$ cat src/rtl/wake_arb_pkg.sv
package wake_arb_pkg;
  localparam int STATE_W = 3;
  localparam int CTRL_W  = 5;
  localparam int STS_W   = 4;

  // control bit positions
  localparam int C_RING_EN  = 0;
  localparam int C_PME_WAKE = 1;
  localparam int C_PME_SMI  = 2;
  localparam int C_PME_SCI  = 3;
  localparam int C_BTN_EN   = 4;

  // status bit positions
  localparam int S_RING = 0;
  localparam int S_PME  = 1;
  localparam int S_HC   = 2;
  localparam int S_BTN  = 3;

  typedef struct packed {
    logic wake;
    logic irq;
    logic smi;
    logic sci;
    logic slp_req;
  } req_t;

  function automatic logic st_is_s0(input logic [STATE_W-1:0] s);
    return s == '0;
  endfunction

  function automatic logic st_is_light(input logic [STATE_W-1:0] s);
    return (s >= 3'd1) && (s <= 3'd4);
  endfunction
endpackage

$ cat src/rtl/wake_sync.sv
module wake_sync #(
  parameter int   STAGES  = 2,
  parameter bit   FALL    = 1'b0,
  parameter logic RST_VAL = 1'b0
) (
  input  logic clk,
  input  logic rst_n,
  input  logic async_in,
  output logic edge_det
);
  logic lvl;
  logic prev;

  generate
    if (STAGES == 0) begin : g_direct
      assign lvl = async_in;
    end else begin : g_chain
      logic [STAGES-1:0] ff;
      always_ff @(posedge clk or negedge rst_n) begin
        if (!rst_n) begin
          ff <= {STAGES{RST_VAL}};
        end else begin
          ff[0] <= async_in;
          for (int i = 1; i < STAGES; i++) ff[i] <= ff[i-1];
        end
      end
      assign lvl = ff[STAGES-1];
    end
  endgenerate

  always_ff @(posedge clk or negedge rst_n) begin
    if (!rst_n) prev <= RST_VAL;
    else        prev <= lvl;
  end

  generate
    if (FALL) begin : g_fall
      assign edge_det = prev & ~lvl;
    end else begin : g_rise
      assign edge_det = lvl & ~prev;
    end
  endgenerate


  edge_single_chk: assert property (@(posedge clk) disable iff (!rst_n)
    edge_det |=> !edge_det);
endmodule

$ cat src/rtl/wake_regs.sv
module wake_regs
  import wake_arb_pkg::*;
(
  input  logic              clk,
  input  logic              rst_n,
  input  logic              reg_wr,
  input  logic              reg_addr,
  input  logic [CTRL_W-1:0] reg_wdata,
  input  logic [STS_W-1:0]  sts_set,
  output logic [CTRL_W-1:0] ctrl,
  output logic [CTRL_W-1:0] reg_rdata
);
  localparam int PAD_W = CTRL_W - STS_W;

  logic [STS_W-1:0] sts;
  logic [STS_W-1:0] clr;

  assign clr = (reg_wr && reg_addr) ? reg_wdata[STS_W-1:0] : '0;

  always_ff @(posedge clk or negedge rst_n) begin
    if (!rst_n) begin
      ctrl <= '0;
      sts  <= '0;
    end else begin
      if (reg_wr && !reg_addr) ctrl <= reg_wdata;
      sts <= (sts & ~clr) | sts_set;
    end
  end

  assign reg_rdata = reg_addr ? {{PAD_W{1'b0}}, sts} : ctrl;


  sts_sticky_chk: assert property (@(posedge clk) disable iff (!rst_n)
    (|($past(sts) & ~$past(clr))) |-> ((sts & $past(sts) & ~$past(clr)) == ($past(sts) & ~$past(clr))));
endmodule

$ cat src/rtl/wake_policy.sv
module wake_policy
  import wake_arb_pkg::*;
(
  input  logic               clk,
  input  logic               rst_n,
  input  logic [STATE_W-1:0] sleep_state,
  input  logic [CTRL_W-1:0]  ctrl,
  input  logic               ring_edge,
  input  logic               pme_ext_edge,
  input  logic               pme_hc_edge,
  input  logic               btn_edge,
  output req_t               req_q,
  output logic [STS_W-1:0]   sts_set
);
  logic s0, light;
  logic pme_any;
  logic ring_irq, ring_wake, pme_wake, btn_req, btn_wake;
  req_t req_d;

  always_comb begin
    s0        = st_is_s0(sleep_state);
    light     = st_is_light(sleep_state);
    pme_any   = pme_ext_edge | pme_hc_edge;
    ring_irq  = ring_edge & s0;
    ring_wake = ring_edge & ~s0 & ctrl[C_RING_EN];
    pme_wake  = pme_any & ~s0 & ctrl[C_PME_WAKE];
    btn_req   = btn_edge & s0 & ctrl[C_BTN_EN];
    btn_wake  = btn_edge & light & ctrl[C_BTN_EN];

    req_d.wake    = ring_wake | pme_wake | btn_wake;
    req_d.irq     = ring_irq;
    req_d.smi     = pme_any & ctrl[C_PME_SMI];
    req_d.sci     = pme_any & ctrl[C_PME_SCI];
    req_d.slp_req = btn_req;

    sts_set         = '0;
    sts_set[S_RING] = ring_irq | ring_wake;
    sts_set[S_PME]  = pme_ext_edge;
    sts_set[S_HC]   = pme_hc_edge;
    sts_set[S_BTN]  = btn_req | btn_wake;
  end

  always_ff @(posedge clk or negedge rst_n) begin
    if (!rst_n) req_q <= '0;
    else        req_q <= req_d;
  end


  ring_no_wake_s0_chk: assert property (@(posedge clk) disable iff (!rst_n)
    ($past(ring_edge) && !$past(pme_any) && !$past(btn_edge) && $past(s0)) |-> !req_q.wake);

  irq_only_s0_chk: assert property (@(posedge clk) disable iff (!rst_n)
    req_q.irq |-> $past(s0));

  smi_needs_sel_chk: assert property (@(posedge clk) disable iff (!rst_n)
    req_q.smi |-> ($past(ctrl[C_PME_SMI]) && $past(pme_any)));

  slpreq_s0_chk: assert property (@(posedge clk) disable iff (!rst_n)
    req_q.slp_req |-> $past(s0));

  btn_no_deep_wake_chk: assert property (@(posedge clk) disable iff (!rst_n)
    ($past(btn_edge) && !$past(ring_edge) && !$past(pme_any) && !$past(s0) && !$past(light))
      |-> !req_q.wake);
endmodule

$ cat src/rtl/wake_arbiter.sv
module wake_arbiter
  import wake_arb_pkg::*;
#(
  parameter int SYNC_STAGES = 2
) (
  input  logic               clk,
  input  logic               rst_n,
  input  logic [STATE_W-1:0] sleep_state,
  input  logic               ring_in,
  input  logic               pme_ext_n,
  input  logic               pme_hc,
  input  logic               sleep_btn,
  input  logic               reg_wr,
  input  logic               reg_addr,
  input  logic [CTRL_W-1:0]  reg_wdata,
  output logic [CTRL_W-1:0]  reg_rdata,
  output logic               wake_pulse,
  output logic               irq_pulse,
  output logic               smi_pulse,
  output logic               sci_pulse,
  output logic               sleep_req_pulse
);
  logic ring_edge, pme_ext_edge, pme_hc_edge, btn_edge;
  logic [CTRL_W-1:0] ctrl;
  logic [STS_W-1:0]  sts_set;
  req_t req_q;

  wake_sync #(.STAGES(SYNC_STAGES), .FALL(1'b0), .RST_VAL(1'b0)) u_ring (
    .clk(clk), .rst_n(rst_n), .async_in(ring_in), .edge_det(ring_edge));

  wake_sync #(.STAGES(SYNC_STAGES), .FALL(1'b1), .RST_VAL(1'b1)) u_pme (
    .clk(clk), .rst_n(rst_n), .async_in(pme_ext_n), .edge_det(pme_ext_edge));

  wake_sync #(.STAGES(0), .FALL(1'b0), .RST_VAL(1'b0)) u_hc (
    .clk(clk), .rst_n(rst_n), .async_in(pme_hc), .edge_det(pme_hc_edge));

  wake_sync #(.STAGES(0), .FALL(1'b0), .RST_VAL(1'b0)) u_btn (
    .clk(clk), .rst_n(rst_n), .async_in(sleep_btn), .edge_det(btn_edge));

  wake_policy u_policy (
    .clk(clk), .rst_n(rst_n), .sleep_state(sleep_state), .ctrl(ctrl),
    .ring_edge(ring_edge), .pme_ext_edge(pme_ext_edge), .pme_hc_edge(pme_hc_edge),
    .btn_edge(btn_edge), .req_q(req_q), .sts_set(sts_set));

  wake_regs u_regs (
    .clk(clk), .rst_n(rst_n), .reg_wr(reg_wr), .reg_addr(reg_addr),
    .reg_wdata(reg_wdata), .sts_set(sts_set), .ctrl(ctrl), .reg_rdata(reg_rdata));

  assign wake_pulse      = req_q.wake;
  assign irq_pulse       = req_q.irq;
  assign smi_pulse       = req_q.smi;
  assign sci_pulse       = req_q.sci;
  assign sleep_req_pulse = req_q.slp_req;


  pulses_reset_chk: assert property (@(posedge clk) disable iff (!rst_n)
    $past(!rst_n) |-> !(wake_pulse | irq_pulse | smi_pulse | sci_pulse | sleep_req_pulse));
endmodule

$ cat config.mk
export PLATFORM = sky130hd
export DESIGN_NAME = wake_arbiter
export DESIGN_NICKNAME = d
export VERILOG_FILES = /design/src/rtl/wake_arb_pkg.sv /design/src/rtl/wake_sync.sv /design/src/rtl/wake_regs.sv /design/src/rtl/wake_policy.sv /design/src/rtl/wake_arbiter.sv
export SDC_FILE = /design/constraint.sdc
export NUM_CORES = 1
export LEC_CHECK = 0
export ABC_CLOCK_PERIOD_IN_PS = 1700
export CAP_MARGIN = 30
export CORE_UTILIZATION = 44
export CTS_CLUSTER_SIZE = 40
export DETAILED_ROUTE_END_ITERATION = 16
export GPL_TIMING_DRIVEN = 1
export PLACE_DENSITY_LB_ADDON = 0.2
export SYNTH_ARGS = -nofsm -noshare
export SYNTH_HDL_FRONTEND = slang
export SYNTH_SLANG_ARGS = --single-unit
$ cat constraint.sdc
create_clock -name clk -period 1.7 [get_ports clk]
set_clock_uncertainty 0.2 [all_clocks]
set_input_delay 0.34 -clock clk [delete_from_list [all_inputs] [get_ports clk]]
set_output_delay 0.34 -clock clk [all_outputs]
set_load 0.02 [all_outputs]
# Word-level counts from Yosys, hierarchy flattened
# Index checks and enable logic that the tools add are counted.
# W data, S select, Z words.
[classes] n_lt_le_gt_ge=2 n_mux=2 bitwise=28 reduce_logical=5
[op_table] op="$and A1 B1 Y1" n=15
[op_table] op="$mux W5" n=1
[op_table] op="$not A1 Y1" n=5
[op_table] op="$or A1 B1 Y1" n=5
[op_table] op="$and A4 B4 Y4" n=1
[op_table] op="$mux W4" n=1
[op_table] op="$not A4 Y4" n=1
[op_table] op="$or A4 B4 Y4" n=1
[op_table] op="$ge A3 B1 Y1 const B" n=1
[op_table] op="$le A3 B3 Y1 const B" n=1
[op_table] op="$logic_and A1 B1 Y1" n=3
[op_table] op="$logic_not A3 Y1" n=1
[op_table] op="$logic_not A1 Y1" n=1
[totals] regBits=22 out_inout_bits=10 word_cells=50

# Depth between registers and ports, before layout
# Gate-level depths: netlist (run 1).
[depth] depth_word=7 depth_mapped=4 depth_no_buf=3

# By module
# Synthesis (run 1) repeated with hierarchy kept, for this count alone.
[hier_totals] cells_unflattened=60 hier_area_um2=880.8
[modules_own_cells] module="wake_regs" n_inst=1 cells_per_inst=29 area_per_inst_um2=407.9
[modules_own_cells] module="wake_policy" n_inst=1 cells_per_inst=19 area_per_inst_um2=214.0
[modules_own_cells] module="wake_sync (u_pme)" n_inst=1 cells_per_inst=4 area_per_inst_um2=92.6
[modules_own_cells] module="wake_sync (u_ring)" n_inst=1 cells_per_inst=4 area_per_inst_um2=88.8
[modules_own_cells] module="wake_sync (u_btn ...)" n_inst=2 cells_per_inst=2 area_per_inst_um2=38.8

# Worst setup path after synthesis (run 1)
# Ideal clock, no wire load.
[synth_path] path_kind="input-to-output" start="in reg_addr" end="out reg_rdata[0]" t_arrival_ns=0.955 required_time_ns=1.160 setup_slack_ns=0.205 stages=2 cell_sequence="buf_2 -> mux2_1"
[synth_between] elab_chain_len=1
[synth_lines] item="start: declaration" line="wake_arbiter.sv:14" source="input logic reg_addr,"
[synth_lines] item="$mux W5" line="wake_regs.sv:30" source="assign reg_rdata = reg_addr ? {{PAD_W{1'b0}}, sts} : ctrl;"
[synth_lines] item="end: declaration" line="wake_arbiter.sv:16" source="output logic [CTRL_W-1:0] reg_rdata,"
# Every way passes these cells.

# Worst setup path after layout (run 1)
[layout_path] start="in reg_addr" end="out reg_rdata[1]"
# The elaborated chain is that of the path after synthesis.

==> results.toml, run 1 <==
[detailed_routing]
wl_per_cell_microns = 11.5
drt-pass1-iter-count = 2
drtIter0Drc = 2
viasPerCell = 4.56
drc = 0
antenna_left = 0
wirelength_microns = 1420
via_count = 561

[finish]
diodes = 0
final_util = 0.677
multi_input_area_sq_um = 277
final_layout_size_suffix_gt1_frac = 0.265
area_delta_synth_final_pct = 42.6
nets = 115
regArea_sq_um = 554
final_cell_area_sq_mm = 0.00118
fill_cells = 141

[global_routing]
grt_pass1_wl_microns = 2360
grtUsageTotal = 0.166
grt_max_degree = 23
grt_pass1_vias = 562
overflow = 0
antenna_found_initial = 0

[synthesis]
synth_cells = 62
ys_ff_latch = 22
yosysMostFrequentCell = "dfrtp_1"
synthArstFlopShare = 1.00
syn_nets = 78
syn_area_per_cell_sq_um = 13.4
synthTopCellsByArea = "dfrtp_1 57%, dfstp_2 9.5%, mux2_1 8.2%, nand2_1 5.0%, mux2_2 4.1%"
synth-edff-count = 0
yosysSeqAreaShare = 0.669
synth.top_cells.by_count = "19 x dfrtp_1, 11 x nand2_1, 6 x mux2_1"
synth.top_cell.area_share = 0.574
synth_area_leader_cell = "dfrtp_1"
ys_types = 19
syn-cell-area_sq_um = 828
ys.flop_type = "dfrtp_1"
ys_warn_count = 0

[critical_path]
cp.arrival_ps = 1130
r2r_cells = 3
worst_ep_required_time_ps = 1160
cp-start-kind = "input port"
criticalPathCategory = "input port to output port"
cp-end-kind = "output port"
worstPathMaxFanout = 6

[sta]
fmax_mhz = 598
rsz0062_at_grt = "true"
hold_viol = 0
min_period_ps = 1670
slew_violations = 0
relSlewSlack = 0.766
finalCritPeriodShare = 0.984
finalSetupViolCount = 0
max_slew.worst_pin.slew_ps = 348

[floorplanning]
row_count = 15
die_x_microns = 45.4
dieArea_sq_mm = 0.00206
die_h_microns = 45.4
core_sq_mm = 0.00175
start_util = 0.475
io_pins = 26

[place]
gp_congestion = 0.733
placed_area_sq_mm = 0.00116
dp_hpwl_microns = 1080
portBuffers = 25

[clocking]
clk_pin_slew_ps = 110
hold_buffers = 0
clock_path_buffers = 2
cts_max_level = 1
root_buffer = "clkbuf_4"
cts_inserted_buffers = 3
cts_tree = "done"
cts.sinks = 22
clk_latency_ps = 300

[flow_run]
cap_violations = 0

[worst_hold_path]
hp-class = "register to register"
min_path_cells = 0

[power]
power.density_mw_per_mm2 = 912
max-vdd-ir-drop_uv = 606
power_leakage_uw = 0.000557

[status]
outcome = "finished clean"
==> area by class of cell <==
class / count / area share
repair buffers: 33 / 0.248
well taps: 25 / 0.0265
clock buffers: 4 / 0.0222
multi-input cells: 39 / 0.234
flip-flops and latches: 22 / 0.469
==> layer usage <==
metal	track usage	vias to the layer above	wire length, microns
met3	0.0357	4	62
met1	0.209	259	674
li1	-	280	-
met4	0.0909	0	30
met2	0.263	18	647
met5	0	-	0
==> cell usage in the layout, fill, tap and decap left out <==
cell type        netlist  layout
a21bo_2                1       1
clkbuf_4               0       3
nor2b_1                2       2
mux2_4                 0       2
o21ai_1                1       1
nor3_1                 1       1
or3b_1                 1       1
o21ai_0                1       1
nand3_1                4       4
clkbuf_1               0       1
clkdlybuf4s50_1        0      14
dfstp_2                3       3
nand2_1               11      11
mux2_1                 6       5
buf_2                  1       3
a31oi_1                1       1
and2_1                 3       3
buf_4                  0       8
dfrtp_1               19      19
or2b_1                 1       1
nor3b_1                1       1
buf_6                  0       2
nand2b_1               1       1
nor2b_4                1       1
mux2_2                 3       2
clkdlybuf4s15_2        0       1
dlygate4sd2_1          0       5
==> timing repair <==
action | in CTS | in global routing
setup buffers | 0 | 0
endpoints found under the hold margin | 0 | 0
resized for setup | 30 | 4
setup endpoints to repair | 10 | 2
==> flip-flops by register name, summed over array words and instances (netlist names), 2 cells and up <==
signal	flops
u_pme.g_chain.ff	2
u_regs.sts	4
u_ring.g_chain.ff	2
u_regs.ctrl	5
u_policy.req_q	5
==> where the power goes <==
group	internal [uW]	switching [uW]	total (uW)	leakage, uW
combinational	134	108	242	0.000282
sequential	577	23.1	601	0.000260
clock	91.4	143	234	0.0000150
==> worst max-delay path: stages <==
cell and delay (ps):
clkdlybuf4s15_2 280, mux2_2 360, buf_2 160
==> worst paths after layout <==
kind,from,to,slack (ps)
max,reg_addr,reg_rdata[1],30
max reg2reg,u_pme.prev,u_policy.req_q[4],420
min in group asynchronous,rst_n,u_policy.req_q[3],170
min reg2reg,u_ring.g_chain.ff[0],u_ring.g_chain.ff[1],160
min,u_ring.g_chain.ff[0],u_ring.g_chain.ff[1],160
max in group asynchronous,rst_n,u_pme.g_chain.ff[0],850
==> per-stage QoR <==
stage / setup WS, ps / setup TNS [ps] / cells / power (uW) / hold slack, ps
global placement: -720 / -5000 / 119 / 857 / 135
detailed placement: -726 / -5080 / 119 / 863 / 139
global route: -2.47 / -2.47 / 123 / 1140 / 170
floorplan: 205 / 0 / 62 / 717 / -156
finish: 27.1 / 0 / 123 / 1080 / 161
CTS: 1.58 / 0 / 123 / 1080 / 166
==> kinds of logic (layout without fill, tap and decap cells) <==
family	count (synthesis)	in the layout	synth area share
compound gates	4	4	0.0317
buf+inv	1	37	0.00604
flops	22	22	0.669
mux	9	9	0.122
simple gates	26	26	0.171
(Power assumes the default switching activity.)
==> run 2: changes to the inputs <==
--- a/config.mk
+++ b/config.mk
@@ -7,11 +7,13 @@
 export LEC_CHECK = 0
 export ABC_CLOCK_PERIOD_IN_PS = 1700
 export CAP_MARGIN = 30
-export CORE_UTILIZATION = 44
+export CORE_UTILIZATION = 45
 export CTS_CLUSTER_SIZE = 40
 export DETAILED_ROUTE_END_ITERATION = 16
 export GPL_TIMING_DRIVEN = 1
 export PLACE_DENSITY_LB_ADDON = 0.2
+export SKIP_CTS_REPAIR_TIMING = 1
 export SYNTH_ARGS = -nofsm -noshare
 export SYNTH_HDL_FRONTEND = slang
+export SYNTH_HIERARCHICAL = 1
 export SYNTH_SLANG_ARGS = --single-unit
==> run 2 against run 1 <==
Compared with the run above:
- sequential power about the same
- combinational power increased by 4%
- first-iteration DRC count increased to 3.0 times the previous value
- cell count decreased by 1.6%
- clock power decreased by 2%
- sequential share of layout area decreased by 2.1 points
- synthesized cell count decreased by 3.2%
==> results.toml, run 2 <==
[status]
outcome = "finished clean"

[synthesis]
ys_ff_latch = 22
ys_warn_count = 6
yosysMostFrequentCell = "dfrtp_1"
synth-edff-count = 0
synth.top_cells.by_count = "19 x dfrtp_1, 9 x mux2_2, 5 x nand3_1, 5 x nor2b_4, 4 x a21o_1"
syn_area_per_cell_sq_um = 14.7
syn-cell-area_sq_um = 881
ys_types = 17
synth.top_cell.area_share = 0.540
synth_area_leader_cell = "dfrtp_1"
yosysSeqAreaShare = 0.629
ys.flop_type = "dfrtp_1"
synthTopCellsByArea = "dfrtp_1 54%, mux2_2 12%, dfstp_2 8.9%, nor2b_4 7.8%, a21o_1 3.4%"
synthArstFlopShare = 1.00
synth_cells = 60
syn_nets = 76

[critical_path]
cp.arrival_ps = 1120
crit_buf_inv = 3
crit_slowest_cell = "mux2_2"
cp-end-kind = "output port"
slowest_delay_ps = 330
r2r_start = "u_pme/prev"
cp-start-kind = "input port"
criticalPathCategory = "input port to output port"
path_cells = "dlymetal6s2s_1, buf_6, mux2_2, clkbuf_2"
r2r_slack_ps = 470
worstPathMaxFanout = 5
worst_ep_required_time_ps = 1160
crit_family = "buffers and inverters"
crit_start = "reg_addr"
cp.depth = 4
r2r_cells = 3

[finish]
final_layout_size_suffix_gt1_frac = 0.365
top_regs = "u_policy/req_q (5), u_regs/ctrl (5), u_regs/sts (4)"
final_cell_count_no_fill = 121
final_cell_mix = "19 x dfrtp_1, 14 x clkdlybuf4s50_1, 9 x mux2_2"
final_cell_area_sq_mm = 0.00124
mostFrequentLayoutCell = "dfrtp_1"
diodes = 0
fill_cells = 139
area_delta_synth_final_pct = 40.3
final_util = 0.693
nets = 113

[detailed_routing]
via_count = 576
viasPerCell = 4.76
drt-pass1-iter-count = 2
met2_wirelength_microns = 746
top_layer_used = "met4"
drt-met1-wl_microns = 722
drc = 0
dr_wl_met3_microns = 93
drtIter0Drc = 6
wl_per_cell_microns = 13.0
antenna_left = 0
wirelength_microns = 1570

[clocking]
clk_pin_slew_ps = 110
clk_latency_ps = 290
root_buffer = "clkbuf_4"
cts_tree = "done"
clock_path_buffers = 2
cts_inserted_buffers = 3
cts_max_level = 1
cts.sinks = 22

[global_routing]
overflow = 0
grtUsageTotal = 0.160
grt_max_degree = 23
antenna_found_initial = 0
grt_pass1_vias = 562
grt_pass1_wl_microns = 2360

[sta]
holdWs_ps = 164
slew_violations = 0
rsz0062_at_grt = "true"
hold_viol = 0
relSlewSlack = 0.813
min_period_ps = 1660
setup_slack_ps = 40.3
finalCritPeriodShare = 0.976
finalSetupViolCount = 0
fmax_mhz = 603
max_slew.worst_pin.slew_ps = 279

[power]
power_leakage_uw = 0.000656
max-vdd-ir-drop_uv = 632
power.density_mw_per_mm2 = 876

[floorplanning]
start_util = 0.494
die_h_microns = 46.2
dieArea_sq_mm = 0.00214
io_pins = 26
core_sq_mm = 0.00178
die_x_microns = 46.2
row_count = 15

[place]
dp_hpwl_microns = 1110
place_ws_ps = -730
portBuffers = 25
gp_congestion = 0.688
placed_area_sq_mm = 0.00120
dpl.cell_count = 115

[worst_hold_path]
min_path_cells = 0
min_from = "u_pme/g_chain.ff[0]"
hp-class = "register to register"

[flow_run]
cap_violations = 0
run 2: per-layer routing:
layer | track usage | vias to the layer above
met5 | 0 | -
met4 | 0.0706 | 0
met3 | 0.0275 | 2
met2 | 0.262 | 18
met1 | 0.206 | 280
li1 | - | 276
run 2: cell type report:
class / instances / area [sq um] / share of cell area
clock buffers: 4 / 26.3 / 0.0213
well taps: 25 / 31.3 / 0.0253
multi-input cells: 34 / 297 / 0.240
inverters: 1 / 3.75 / 0.00304
repair buffers: 35 / 324 / 0.262
flip-flops and latches: 22 / 554 / 0.448
run 2: report_power, final:
group          switching, uW  internal (uW)
logic                    108            144
clock network            138           91.1
registers               25.0            578
total                    271            813
run 2: cells by family after synthesis:
group           after synthesis  share of synthesized area
compound gates               10                     0.0781
buf+inv                       4                     0.0341
flops                        22                      0.629
mux                           9                      0.115
simple gates                 15                      0.143
run 2: final timing paths:
kind                                  endpoint
setup / recovery                  reg_rdata[3]
hold / removal             u_pme/g_chain.ff[1]
setup reg to reg             u_policy/req_q[4]
hold reg to reg            u_pme/g_chain.ff[1]
max in group asynchronous           u_pme/prev
min in group asynchronous            u_hc/prev
run 2: through the flow:
stage | power, uW | TNS (ps)
after floorplan | 736 | 0
after global placement | 876 | -3640
after detailed placement | 882 | -4080
after CTS | 1120 | -3860
after global routing | 1150 | -19.2
final | 1080 | 0
==> run 3: changes to the inputs <==
--- a/config.mk
+++ b/config.mk
@@ -5,9 +5,10 @@
 export SDC_FILE = /design/constraint.sdc
 export NUM_CORES = 1
 export LEC_CHECK = 0
+export ABC_AREA = 1
 export ABC_CLOCK_PERIOD_IN_PS = 1700
 export CAP_MARGIN = 30
-export CORE_UTILIZATION = 45
+export CORE_UTILIZATION = 46
 export CTS_CLUSTER_SIZE = 40
 export DETAILED_ROUTE_END_ITERATION = 16
 export GPL_TIMING_DRIVEN = 1
==> run 3 against run 2 <==
Compared with the run above:
- flip-flop and latch count is the same
- via count grew 32%
- cell count grew 36%
- sequential power shrank 0.7%
==> results.toml, run 3 <==
[place]
gp_congestion = 0.763
placed_area_sq_mm = 0.00124
dp_hpwl_microns = 1360
portBuffers = 25
dpl.cell_count = 159

[synthesis]
synth.top_cell.area_share = 0.503
synth_area_leader_cell = "dfrtp_1"
syn_nets = 122
synth_cells = 106
synth-edff-count = 0
yosysMostFrequentCell = "nand2_1"
synth.top_cells.by_count = "34 x nand2_1, 19 x dfrtp_1, 17 x inv_1"
synthArstFlopShare = 1.00
synthTopCellsByArea = "dfrtp_1 50%, nand2_1 14%, dfstp_2 8.3%, inv_1 6.8%, nand3_1 5.8%"
ys.flop_type = "dfrtp_1"
ys_ff_latch = 22
syn_area_per_cell_sq_um = 8.91
ys_warn_count = 6
ys_types = 14
yosysSeqAreaShare = 0.587
syn-cell-area_sq_um = 945

[power]
max-vdd-ir-drop_uv = 670
power_leakage_uw = 0.000774
power.density_mw_per_mm2 = 926

[critical_path]
r2r_start = "u_pme/g_chain.ff[1]"
criticalPathCategory = "register to output port"
worst_ep_required_time_ps = 1160
crit_start = "u_regs/ctrl[4]"
cp-start-kind = "register"
cp.arrival_ps = 1070
cp-end-kind = "output port"
r2r_cells = 5
worstPathMaxFanout = 3

[finish]
fill_cells = 171
final_layout_size_suffix_gt1_frac = 0.175
final_cell_count_no_fill = 164
top_regs = "u_policy/req_q (5), u_regs/ctrl (5), u_regs/sts (4)"
final_cell_mix = "34 x nand2_1, 19 x dfrtp_1, 17 x inv_1"
area_delta_synth_final_pct = 39.3
final_util = 0.678
nets = 154
final_cell_area_sq_mm = 0.00132
mostFrequentLayoutCell = "nand2_1"
diodes = 0

[clocking]
clk_pin_slew_ps = 120
root_buffer = "clkbuf_4"
cts_tree = "done"
cts_inserted_buffers = 3
cts_max_level = 1
clock_path_buffers = 2
cts.sinks = 22
clk_latency_ps = 300

[sta]
slew_violations = 0
rsz0062_at_grt = "false"
relSlewSlack = 0.821
hold_viol = 0
min_period_ps = 1610
finalSetupViolCount = 0
finalCritPeriodShare = 0.947
max_slew.worst_pin.slew_ps = 265
fmax_mhz = 621

[detailed_routing]
wl_per_cell_microns = 11.2
drc = 0
drtIter0Drc = 9
wirelength_microns = 1840
viasPerCell = 4.65
antenna_left = 0
drt-pass1-iter-count = 4
via_count = 763

[global_routing]
grt_pass1_wl_microns = 3100
overflow = 0
grt_max_degree = 23
grtUsageTotal = 0.201
antenna_found_initial = 0
grt_pass1_vias = 733

[floorplanning]
row_count = 16
dieArea_sq_mm = 0.00224
die_h_microns = 47.3
die_x_microns = 47.3
io_pins = 26
start_util = 0.486
core_sq_mm = 0.00194

[flow_run]
cap_violations = 0

[status]
outcome = "finished clean"

[worst_hold_path]
hp-class = "register to register"
min_from = "u_pme/g_chain.ff[0]"
min_path_cells = 0
## run 3: path summary, 6_finish.rpt
path	slack, ps	to
worst max-delay path	90	reg_rdata[4]
worst min-delay path	160	u_pme/g_chain.ff[1]
worst max register to register	370	u_policy/req_q[4]
worst min register to register	160	u_pme/g_chain.ff[1]
max in group asynchronous	860	u_pme/g_chain.ff[0]
min in group asynchronous	170	u_hc/prev
## run 3: cell type report
type,instances,area (sq um),share of cell area
clock buffer,3,22.5,0.0171
timing repair buffer,31,323,0.245
sequential,22,554,0.421
multi-input combinational,62,278,0.211
tap,27,33.8,0.0257
clock inverter,1,30.0,0.0228
inverter,18,75.1,0.0570
## run 3: worst max-delay path: stages, from the launching register on
cell and delay, ps:
dfrtp_1 390, inv_1 50, nor2_1 90, dlymetal6s2s_1 240
## run 3: kinds of logic (layout without fill, tap and decap cells)
| kind of cell | Yosys count | after routing | synth area share |
|---|---|---|---|
| buffers and inverters | 22 | 53 | 0.119 |
| and+or+nand+nor | 60 | 60 | 0.283 |
| DFF | 22 | 22 | 0.587 |
| AOI/OAI and AO/OA | 2 | 2 | 0.0106 |
## run 3: layer usage
| layer | vias to the layer above | routed length, microns | share of wire | global-route usage |
|---|---|---|---|---|
| met1 | 368 | 770 | 0.42 | 0.260 |
| met5 | - | 0 | 0 | 0 |
| met3 | 2 | 70 | 0.038 | 0.0231 |
| li1 | 375 | - | - | - |
| met4 | 0 | 23 | 0.013 | 0.0857 |
| met2 | 18 | 972 | 0.53 | 0.340 |
## run 3: where the power goes
| part | internal (uW) | total (uW) | switching [uW] |
|---|---|---|---|
| logic | 104 | 225 | 121 |
| clock network | 238 | 394 | 156 |
| registers | 573 | 599 | 26.0 |
| total | 915 | 1220 | 303 |
## run 3: metrics by stage
stage | TNS [ps] | hold WS (ps) | total power (uW) | worst slack, ps
5_1_grt | 0 | 175 | 1280 | 37.4
3_3_place_gp | -2670 | 136 | 838 | -556
4_1_cts | -3220 | 167 | 1250 | -556
6_report | 0 | 164 | 1220 | 90.2
3_5_place_dp | -2670 | 148 | 846 | -551
2_1_floorplan | 0 | -156 | 725 | 392
